$ cat src/rtl/irq_cpu_pkg.sv
package irq_cpu_pkg;
  typedef enum logic [1:0] {
    SEL_CTRL  = 2'd0,
    SEL_PMASK = 2'd1,
    SEL_ACK   = 2'd2,
    SEL_EOI   = 2'd3
  } reg_sel_e;

  localparam int unsigned SPURIOUS_ID = 1023;
  localparam int unsigned SOFT_ID_LIMIT = 16;
endpackage

$ cat src/rtl/irq_cpu_ctrl_regs.sv
module irq_cpu_ctrl_regs #(
  parameter int PW = 8,
  parameter logic [PW-1:0] PMASK_RST = 8'hF0
) (
  input  logic          clk,
  input  logic          rst_n,
  input  logic          wr_ctrl_i,
  input  logic          wr_pmask_i,
  input  logic [PW-1:0] wdata_i,
  output logic          en_o,
  output logic [PW-1:0] pmask_o
);
  always_ff @(posedge clk or negedge rst_n) begin
    if (!rst_n) begin
      en_o    <= 1'b0;
      pmask_o <= PMASK_RST;
    end else begin
      if (wr_ctrl_i)  en_o    <= wdata_i[0];
      if (wr_pmask_i) pmask_o <= wdata_i;
    end
  end
endmodule

$ cat src/rtl/irq_cpu_active_stack.sv
module irq_cpu_active_stack #(
  parameter int DEPTH = 2,
  parameter int IDW   = 10,
  parameter int PW    = 8
) (
  input  logic           clk,
  input  logic           rst_n,
  input  logic           push_i,
  input  logic [IDW-1:0] push_id_i,
  input  logic [PW-1:0]  push_prio_i,
  input  logic           pop_req_i,
  input  logic [IDW-1:0] pop_id_i,
  output logic [PW-1:0]  run_prio_o,
  output logic           full_o
);
  localparam int CW = $clog2(DEPTH + 1);

  logic [CW-1:0]  cnt_q;
  logic [IDW-1:0] id_q [DEPTH];
  logic [PW-1:0]  pr_q [DEPTH];
  logic [IDW-1:0] top_id;
  logic [PW-1:0]  top_pr;
  logic           push_ok, pop_ok;

  always_comb begin
    top_id = '0;
    top_pr = '1;
    for (int k = 0; k < DEPTH; k++) begin
      if (cnt_q == CW'(k + 1)) begin
        top_id = id_q[k];
        top_pr = pr_q[k];
      end
    end
  end

  assign full_o     = (cnt_q == CW'(DEPTH));
  assign push_ok    = push_i && !full_o;
  assign pop_ok     = pop_req_i && (cnt_q != '0) && (pop_id_i == top_id);
  assign run_prio_o = top_pr;

  always_ff @(posedge clk or negedge rst_n) begin
    if (!rst_n)       cnt_q <= '0;
    else if (push_ok) cnt_q <= cnt_q + 1'b1;
    else if (pop_ok)  cnt_q <= cnt_q - 1'b1;
  end

  for (genvar g = 0; g < DEPTH; g++) begin : g_slot
    always_ff @(posedge clk or negedge rst_n) begin
      if (!rst_n) begin
        id_q[g] <= '0;
        pr_q[g] <= '0;
      end else if (push_ok && cnt_q == CW'(g)) begin
        id_q[g] <= push_id_i;
        pr_q[g] <= push_prio_i;
      end
    end
  end


  stack_bound_chk: assert property (@(posedge clk) disable iff (!rst_n)
    cnt_q <= CW'(DEPTH));
endmodule

$ cat src/rtl/irq_cpu_qualify.sv
module irq_cpu_qualify #(
  parameter int PW = 8
) (
  input  logic          en_i,
  input  logic          valid_i,
  input  logic [PW-1:0] prio_i,
  input  logic [PW-1:0] pmask_i,
  input  logic [PW-1:0] run_prio_i,
  input  logic          full_i,
  output logic          req_o
);
  assign req_o = en_i && valid_i && !full_i &&
                 (prio_i < pmask_i) && (prio_i < run_prio_i);
endmodule

$ cat src/rtl/irq_cpu_port.sv
module irq_cpu_port #(
  parameter int IDW       = 10,
  parameter int PW        = 8,
  parameter int CPUW      = 3,
  parameter int ACT_DEPTH = 2,
  parameter int RDW       = IDW + CPUW
) (
  input  logic            clk,
  input  logic            rst_n,
  input  logic            fwd_valid_i,
  output logic            fwd_ready_o,
  input  logic [IDW-1:0]  fwd_id_i,
  input  logic [PW-1:0]   fwd_prio_i,
  input  logic [CPUW-1:0] fwd_src_i,
  input  logic            reg_rd_i,
  input  logic            reg_wr_i,
  input  logic [1:0]      reg_addr_i,
  input  logic [IDW-1:0]  reg_wdata_i,
  output logic            rd_valid_o,
  output logic [RDW-1:0]  rd_data_o,
  output logic            irq_o
);
  import irq_cpu_pkg::*;

  reg_sel_e       sel;
  logic           rd_acc, ack_rd, eoi_wr;
  logic           en, full, req;
  logic [PW-1:0]  pmask, run_prio;
  logic [RDW-1:0] ack_word;

  assign sel    = reg_sel_e'(reg_addr_i);
  assign rd_acc = reg_rd_i && !reg_wr_i;
  assign ack_rd = rd_acc && (sel == SEL_ACK);
  assign eoi_wr = reg_wr_i && (sel == SEL_EOI);

  irq_cpu_ctrl_regs #(.PW(PW)) u_regs (
    .clk        (clk),
    .rst_n      (rst_n),
    .wr_ctrl_i  (reg_wr_i && sel == SEL_CTRL),
    .wr_pmask_i (reg_wr_i && sel == SEL_PMASK),
    .wdata_i    (reg_wdata_i[PW-1:0]),
    .en_o       (en),
    .pmask_o    (pmask)
  );

  irq_cpu_qualify #(.PW(PW)) u_qual (
    .en_i       (en),
    .valid_i    (fwd_valid_i),
    .prio_i     (fwd_prio_i),
    .pmask_i    (pmask),
    .run_prio_i (run_prio),
    .full_i     (full),
    .req_o      (req)
  );

  irq_cpu_active_stack #(.DEPTH(ACT_DEPTH), .IDW(IDW), .PW(PW)) u_stack (
    .clk         (clk),
    .rst_n       (rst_n),
    .push_i      (ack_rd && req),
    .push_id_i   (fwd_id_i),
    .push_prio_i (fwd_prio_i),
    .pop_req_i   (eoi_wr),
    .pop_id_i    (reg_wdata_i),
    .run_prio_o  (run_prio),
    .full_o      (full)
  );

  assign irq_o       = req;
  assign fwd_ready_o = ack_rd && req;
  assign ack_word    = {(fwd_id_i < IDW'(SOFT_ID_LIMIT)) ? fwd_src_i : CPUW'(0), fwd_id_i};

  always_ff @(posedge clk or negedge rst_n) begin
    if (!rst_n) begin
      rd_valid_o <= 1'b0;
      rd_data_o  <= '0;
    end else begin
      rd_valid_o <= rd_acc;
      if (rd_acc) begin
        unique case (sel)
          SEL_CTRL:  rd_data_o <= RDW'(en);
          SEL_PMASK: rd_data_o <= RDW'(pmask);
          SEL_ACK:   rd_data_o <= req ? ack_word : RDW'(SPURIOUS_ID);
          default:   rd_data_o <= '0;
        endcase
      end
    end
  end


  ready_needs_valid_chk: assert property (@(posedge clk) disable iff (!rst_n)
    fwd_ready_o |-> fwd_valid_i);

  ack_returns_id_chk: assert property (@(posedge clk) disable iff (!rst_n)
    fwd_ready_o |=> (rd_data_o[IDW-1:0] == $past(fwd_id_i)));

  irq_gated_chk: assert property (@(posedge clk) disable iff (!rst_n)
    !en |-> !irq_o);

  run_prio_load_chk: assert property (@(posedge clk) disable iff (!rst_n)
    fwd_ready_o |=> (run_prio == $past(fwd_prio_i)));

  spurious_no_change_chk: assert property (@(posedge clk) disable iff (!rst_n)
    (ack_rd && !req) |=> ($stable(run_prio) && $stable(full)));

  rd_one_cycle_chk: assert property (@(posedge clk) disable iff (!rst_n)
    rd_valid_o |-> $past(rd_acc));
endmodule

$ cat config.mk
export PLATFORM = sky130hd
export DESIGN_NAME = irq_cpu_port
export DESIGN_NICKNAME = d
export VERILOG_FILES = /design/src/rtl/irq_cpu_pkg.sv /design/src/rtl/irq_cpu_ctrl_regs.sv /design/src/rtl/irq_cpu_active_stack.sv /design/src/rtl/irq_cpu_qualify.sv /design/src/rtl/irq_cpu_port.sv
export SDC_FILE = /design/constraint.sdc
export NUM_CORES = 1
export LEC_CHECK = 0
export CAP_MARGIN = 10
export CORE_MARGIN = 3
export CORE_UTILIZATION = 45
export CTS_CLUSTER_SIZE = 30
export DETAILED_ROUTE_END_ITERATION = 10
export PLACE_DENSITY = 0.72
export SYNTH_ARGS = -nofsm -noshare
export SYNTH_HDL_FRONTEND = slang
export SYNTH_SLANG_ARGS = --single-unit
$ cat constraint.sdc
create_clock -name clk -period 3.8 [get_ports clk]
set_clock_uncertainty 0.05 [all_clocks]
set_input_delay 0.76 -clock clk [delete_from_list [all_inputs] [get_ports clk]]
set_output_delay 0.76 -clock clk [all_outputs]
set_load 0.03 [all_outputs]
==> run metrics, run 1 <==
drt first-iter violations 163; crit share post-route 96.6%; Leak 0.00199 uW; most common cell after layout, fill and taps aside dfrtp_1; ys async rst share 100%; Crit Path Class input pin to output pin; Final nets 406; Core Footprint 6940 um2; hold slack 0.401 ns; RSZ-0062 raised after global routing no; arrival time worst endpoint 2.86 ns; Synthesis Warnings 0; number of vias per cell 5.52; startpoint types input pin; Max-slew headroom 56.4%; DRC 0; Die H 91.6 um; initial antenna violation count 0; maximum root-to-sink buffer count 2; Overall Global Routing Usage 19.7%; Die Area 8390 um2; synthesized area per cell 11.5 um2; GRT overflow 0; Detailed Route WL 7870 um; Reg2Reg Setup Slack 0.35 ns; vias in the first global route 2534; VDD IR max 0.297 mV; DIE WIDTH 91.6 um; RR Endpoint u_stack.pr_q[4]; Worst Setup End Kind output pin; Area Growth Syn to Fin 26.8%; HP Class input pin to async pin; Syn Nets 341; Final setup viols 0; worst r2r src u_stack.cnt_q[0]; first-pass GRT wire length 12800 um; IO buf count 53; Main synth FF type dfrtp_1; Yosys reg bits 61; GP Congestion 0.798; status complete, no violations; row count 30; pwr/cell area 400 nW/um2; Post-synth EDFFs 0; Reg2Reg Depth 14; post-DP HPWL 5720 um; Post-Syn Area 3300 um2; H-tree Lvls 3; final hold violation count 0; root buf cell clkbuf_8; slew at the pin with the worst max-slew slack 0.655 ns; max-slew violation count 0; Initial Util 47.5%; ANT nets after route 0; Tmin final 3.67 ns; number of fill cells in the layout 592; CTS Hold Bufs 0; CTS tree built; 1st-pass router iterations 4; pin count of the biggest net entering global routing 33; clock-pin slew on the worst setup and hold paths 0.06 ns; total CTS buffers 9; max-cap viol count 0; WL/cell 17.4 um; placed cell areas 3970 um2; n_diodes 0; Worst Path Required 2.99 ns; Max FO, Critical Path 4; most frequent cells in the layout 57 x dfrtp_1, 50 x clkdlybuf4s50_1, 25 x mux2_2, 20 x nand2_1, 20 x mux2_4; Gate Count Post-Synth 286; setup TNS 0 ns; IO Count 54; Netlist cell types 41; Clock Latency Late Sink 0.34 ns; vias post-DR 2493; CTS sink cnt 61; Seq/Total Area, Yosys 46.5%; Post-Layout Inst Area 4180 um2; share of layout cells above drive strength 1 24.4%; Fmax achieved 0.273 GHz
## cells by family after synthesis
logic type / share of synthesized area (%)
AO/OA/AOI/OAI: 11.5
adder cells (fa/ha/maj): 6.45
buffers and inverters: 4.02
AND/OR/NAND/NOR: 13.3
XOR/XNOR: 0.266
flip-flops: 46.5
multiplexers: 18.0
## cell usage after synthesis (all sizes together) (6+ instances only)
library cell,number,area (um2)
a21oi,12,60.1
and2,6,37.5
nand2,21,78.8
and3,7,43.8
clkbuf,8,30.0
a22oi,8,60.1
mux2,45,582
o22ai,7,43.8
inv,12,45.0
o21ai,14,70.1
ha,17,213
nand3b,10,75.1
dfrtp,57,1430
## state kept, by name (all words and copies together) (netlist names)
name            cells
u_stack.id_q       20
rd_valid_o          1
u_regs.pmask_o      8
u_stack.pr_q       16
u_regs.en_o         1
rd_data_o          13
u_stack.cnt_q       2
## through the flow
step                total power, uW  setup slack [ns]  instances  utilization (%)
floorplan                      1010             0.115        286                -
global placement               1170             0.118        435             57.2
detailed placement             1180             0.128        435             57.2
CTS                            1680            0.0193        451             59.6
global route                   1780            0.0180        452             60.2
finish                         1670             0.131        452             60.2
## power breakdown
group	leakage (uW)	switching, uW	total, uW	internal (uW)
clock	0.0000844	237	490	253
sequential	0.000810	36.5	740	704
combinational	0.00109	234	443	209
## area by class of cell
type,instances,area [um2],area share (%)
timing repair buffer,67,638,15.3
clock inverter,2,10.0,0.240
multi-input combinational,199,1670,40.0
clock buffer,14,153,3.65
sequential,61,1530,36.6
tap,96,120,2.87
inverter,13,53.8,1.29
## how the worst max path moves through the flow
stage                           from           to
floorplan           u_stack.cnt_q[1]  fwd_ready_o
global placement       fwd_prio_i[7]  fwd_ready_o
detailed placement     fwd_prio_i[7]        irq_o
CTS                 u_stack.cnt_q[0]        irq_o
global route        u_stack.cnt_q[0]        irq_o
finish                 fwd_prio_i[7]        irq_o
## routing by layer
metal,part of all wire (%),GRT usage [%]
met3,4.8,5.47
met2,48,31.5
met4,1.7,5.78
met1,45,26.0
met5,0,0
## worst max-delay path, cell delays in order
cell	delay [ns]
clkdlybuf4s50_1	0.47
ha_1	0.34
a22oi_1	0.19
nand3_1	0.09
or3_4	0.41
a211o_1	0.34
inv_2	0.10
buf_4	0.16
## repair_timing
item                                    in CTS  in global routing
setup buffers                                0                  1
pin swaps                                    0                  2
resized for setup                            2                  7
endpoints found under the setup margin       2                  2
hold endpoints to repair                     0                  0
(Power assumes the default switching activity.)
==> run 2, diff against run 1 <==
--- a/config.mk
+++ b/config.mk
@@ -5,8 +5,7 @@
 export SDC_FILE = /design/constraint.sdc
 export NUM_CORES = 1
 export LEC_CHECK = 0
-export CAP_MARGIN = 10
-export CORE_MARGIN = 3
+export CAP_MARGIN = 20
 export CORE_UTILIZATION = 45
 export CTS_CLUSTER_SIZE = 30
 export DETAILED_ROUTE_END_ITERATION = 10
==> run metrics, run 2 (synthesized netlist as in run 1, its figures left out) <==
first-pass GRT wire length 12700 um (was 12800 um); Biggest register u_stack.id_q (unchanged); 1st-pass router iterations 4 (unchanged); Levels on crit path 8 (unchanged); Final nets 406 (unchanged); final hold violation count 0 (unchanged); met1 layer usage reported by global route 29.8% (was 26.0%); max-slew violation count 0 (unchanged); CTS tree built (unchanged); largest registers u_stack.id_q x20, u_stack.pr_q x16, rd_data_o x13 (unchanged); Overall Global Routing Usage 22.6% (was 19.7%); Area Growth Syn to Fin 29.7% (was 26.8%); GP Congestion 0.813 (was 0.798); IO Count 54 (unchanged); Die Area 7670 um2 (was 8390 um2); setup TNS 0 ns (unchanged); Die H 87.6 um (was 91.6 um); Leak 0.00204 uW (was 0.00199 uW); Initial Util 47.5% (unchanged); ANT nets after route 0 (unchanged); clock-pin slew on the worst setup and hold paths 0.07 ns (was 0.06 ns); HP Class register to register (was input pin to async pin); crit share post-route 97.6% (was 96.6%); vias post-DR 2472 (was 2493); GRT Max-Usage Layer met2 (unchanged); Detailed Route WL 7850 um (was 7870 um); DRC 0 (unchanged); Final setup viols 0 (unchanged); max incr delay on CP 0.60 ns (was 0.47 ns); row count 30 (unchanged); slowest CP cell clkdlybuf4s50_1 (unchanged); pin count of the biggest net entering global routing 43 (was 33); post-DP HPWL 5560 um (was 5720 um); startpoint types input pin (unchanged); n_diodes 0 (unchanged); IO buf count 53 (unchanged); RSZ-0062 raised after global routing no (unchanged); fin util 61.6% (was 60.2%); Worst Path Required 2.99 ns (about the same); Max-slew headroom 38.7% (was 56.4%); pwr/cell area 448 nW/um2 (was 400 nW/um2); max-cap viol count 0 (unchanged); share of layout cells above drive strength 1 25.3% (was 24.4%); initial antenna violation count 0 (unchanged); Reg2Reg Depth 13 (was 14); Worst Setup End Kind output pin (unchanged); number of fill cells in the layout 570 (was 592); crit-path cells clkdlybuf4s50_1 -> ha_1 -> a22oi_1 -> nand3_1 -> or3_4 -> a211o_1 -> inv_1 -> buf_4 (was clkdlybuf4s50_1 -> ha_1 -> a22oi_1 -> nand3_1 -> or3_4 -> a211o_1 -> inv_2 -> buf_4); Core Footprint 6940 um2 (unchanged); WL/cell 17.4 um (about the same); Fmax achieved 0.270 GHz (was 0.273 GHz); vias in the first global route 2470 (was 2534); crit-path leading delay family buffers and inverters (unchanged); Tmin final 3.71 ns (was 3.67 ns); GRT overflow 0 (unchanged); GRT met3 Usage 6.13% (was 5.47%); GR Layer Usage met2 35.3% (was 31.5%); number of vias per cell 5.47 (was 5.52); most common cell after layout, fill and taps aside dfrtp_1 (unchanged); maximum root-to-sink buffer count 2 (unchanged); max reg flops 20 (unchanged); hold depth 2; slew at the pin with the worst max-slew slack 0.920 ns (was 0.655 ns); Clock Latency Late Sink 0.35 ns (was 0.34 ns); VDD IR max 0.234 mV (was 0.297 mV); worst path buffer plus inverter count 3 (unchanged); DIE WIDTH 87.6 um (was 91.6 um); H-tree Lvls 3 (unchanged); Max FO, Critical Path 4 (unchanged); CTS Hold Bufs 0 (unchanged); CTS sink cnt 61 (unchanged); drt first-iter violations 128 (was 163); most frequent cells in the layout 57 x dfrtp_1, 50 x clkdlybuf4s50_1, 25 x mux2_2, 20 x nand2_1, 20 x mux2_4 (unchanged); root buf cell clkbuf_8 (unchanged); status complete, no violations (unchanged); total CTS buffers 9 (unchanged); arrival time worst endpoint 2.90 ns (was 2.86 ns); Crit Path Class input pin to output pin (unchanged)
## run 2: cell types whose count changed in the layout (fill, tap and decap cells not counted), sizes merged
cell	change
bufinv	+3
clkinv	-1
clkbuf	-2
## run 2: timing repair
item	in CTS	in global routing
setup buffers	1	1
endpoints found under the setup margin	2	2
gates resized for setup	6	4
pin swaps	1	2
## run 2: report_power, final
part           internal [uW]  switching, uW  leakage (uW)
sequential               704           34.4      0.000810
combinational            219            242       0.00111
clock                    453            262      0.000121
## run 2: path summary, 6_finish.rpt
path	startpoint	endpoint	slack [ns]
setup / recovery	fwd_prio_i[7]	irq_o	0.09
hold / removal	rd_data_o[8]	rd_data_o[8]	0.42
setup reg to reg	u_stack.cnt_q[0]	u_stack.id_q[5]	0.33
hold reg to reg	rd_data_o[8]	rd_data_o[8]	0.42
max in group asynchronous	rst_n	rd_data_o[0]	2.39
min in group asynchronous	rst_n	u_stack.pr_q[13]	0.49
## run 2: worst reg2reg max path, stage by stage (launching register included)
cell and delay [ns]:
dfrtp_1 0.41, inv_1 0.09, ha_2 0.21, clkinv_4 0.11
o22ai_2 0.24, ha_4 0.24, a22oi_1 0.15, nand3_1 0.11
or3_4 0.41, a211o_1 0.28, buf_4 0.16, or3_1 0.37
buf_4 0.22, mux2_4 0.31
## run 2: metal layers
layer / vias up / share of wire, %
li1: 1183 / -
met3: 11 / 4.4
met1: 1222 / 45
met2: 56 / 49
met5: - / 0
met4: 0 / 1.5
## run 2: through the flow
stage	hold slack [ns]	instances	setup slack [ns]	power (uW)	area, um2
floorplan	0.414	286	0.115	1010	3300
global placement	0.410	434	0.148	1170	3960
detailed placement	0.419	434	0.0879	1180	3960
CTS	0.434	451	0.0163	1910	4240
global route	0.461	452	0.0140	2010	4280
finish	0.422	452	0.0896	1910	4280
## run 2: cell type report
cell class / count / area, um2 / share of cell area (%)
well taps: 96 / 120 / 2.81
clock buffers: 12 / 145 / 3.39
multi-input cells: 199 / 1690 / 39.6
clock inverters: 4 / 95.1 / 2.22
repair buffers: 67 / 638 / 14.9
flip-flops and latches: 61 / 1530 / 35.8
inverters: 13 / 53.8 / 1.26
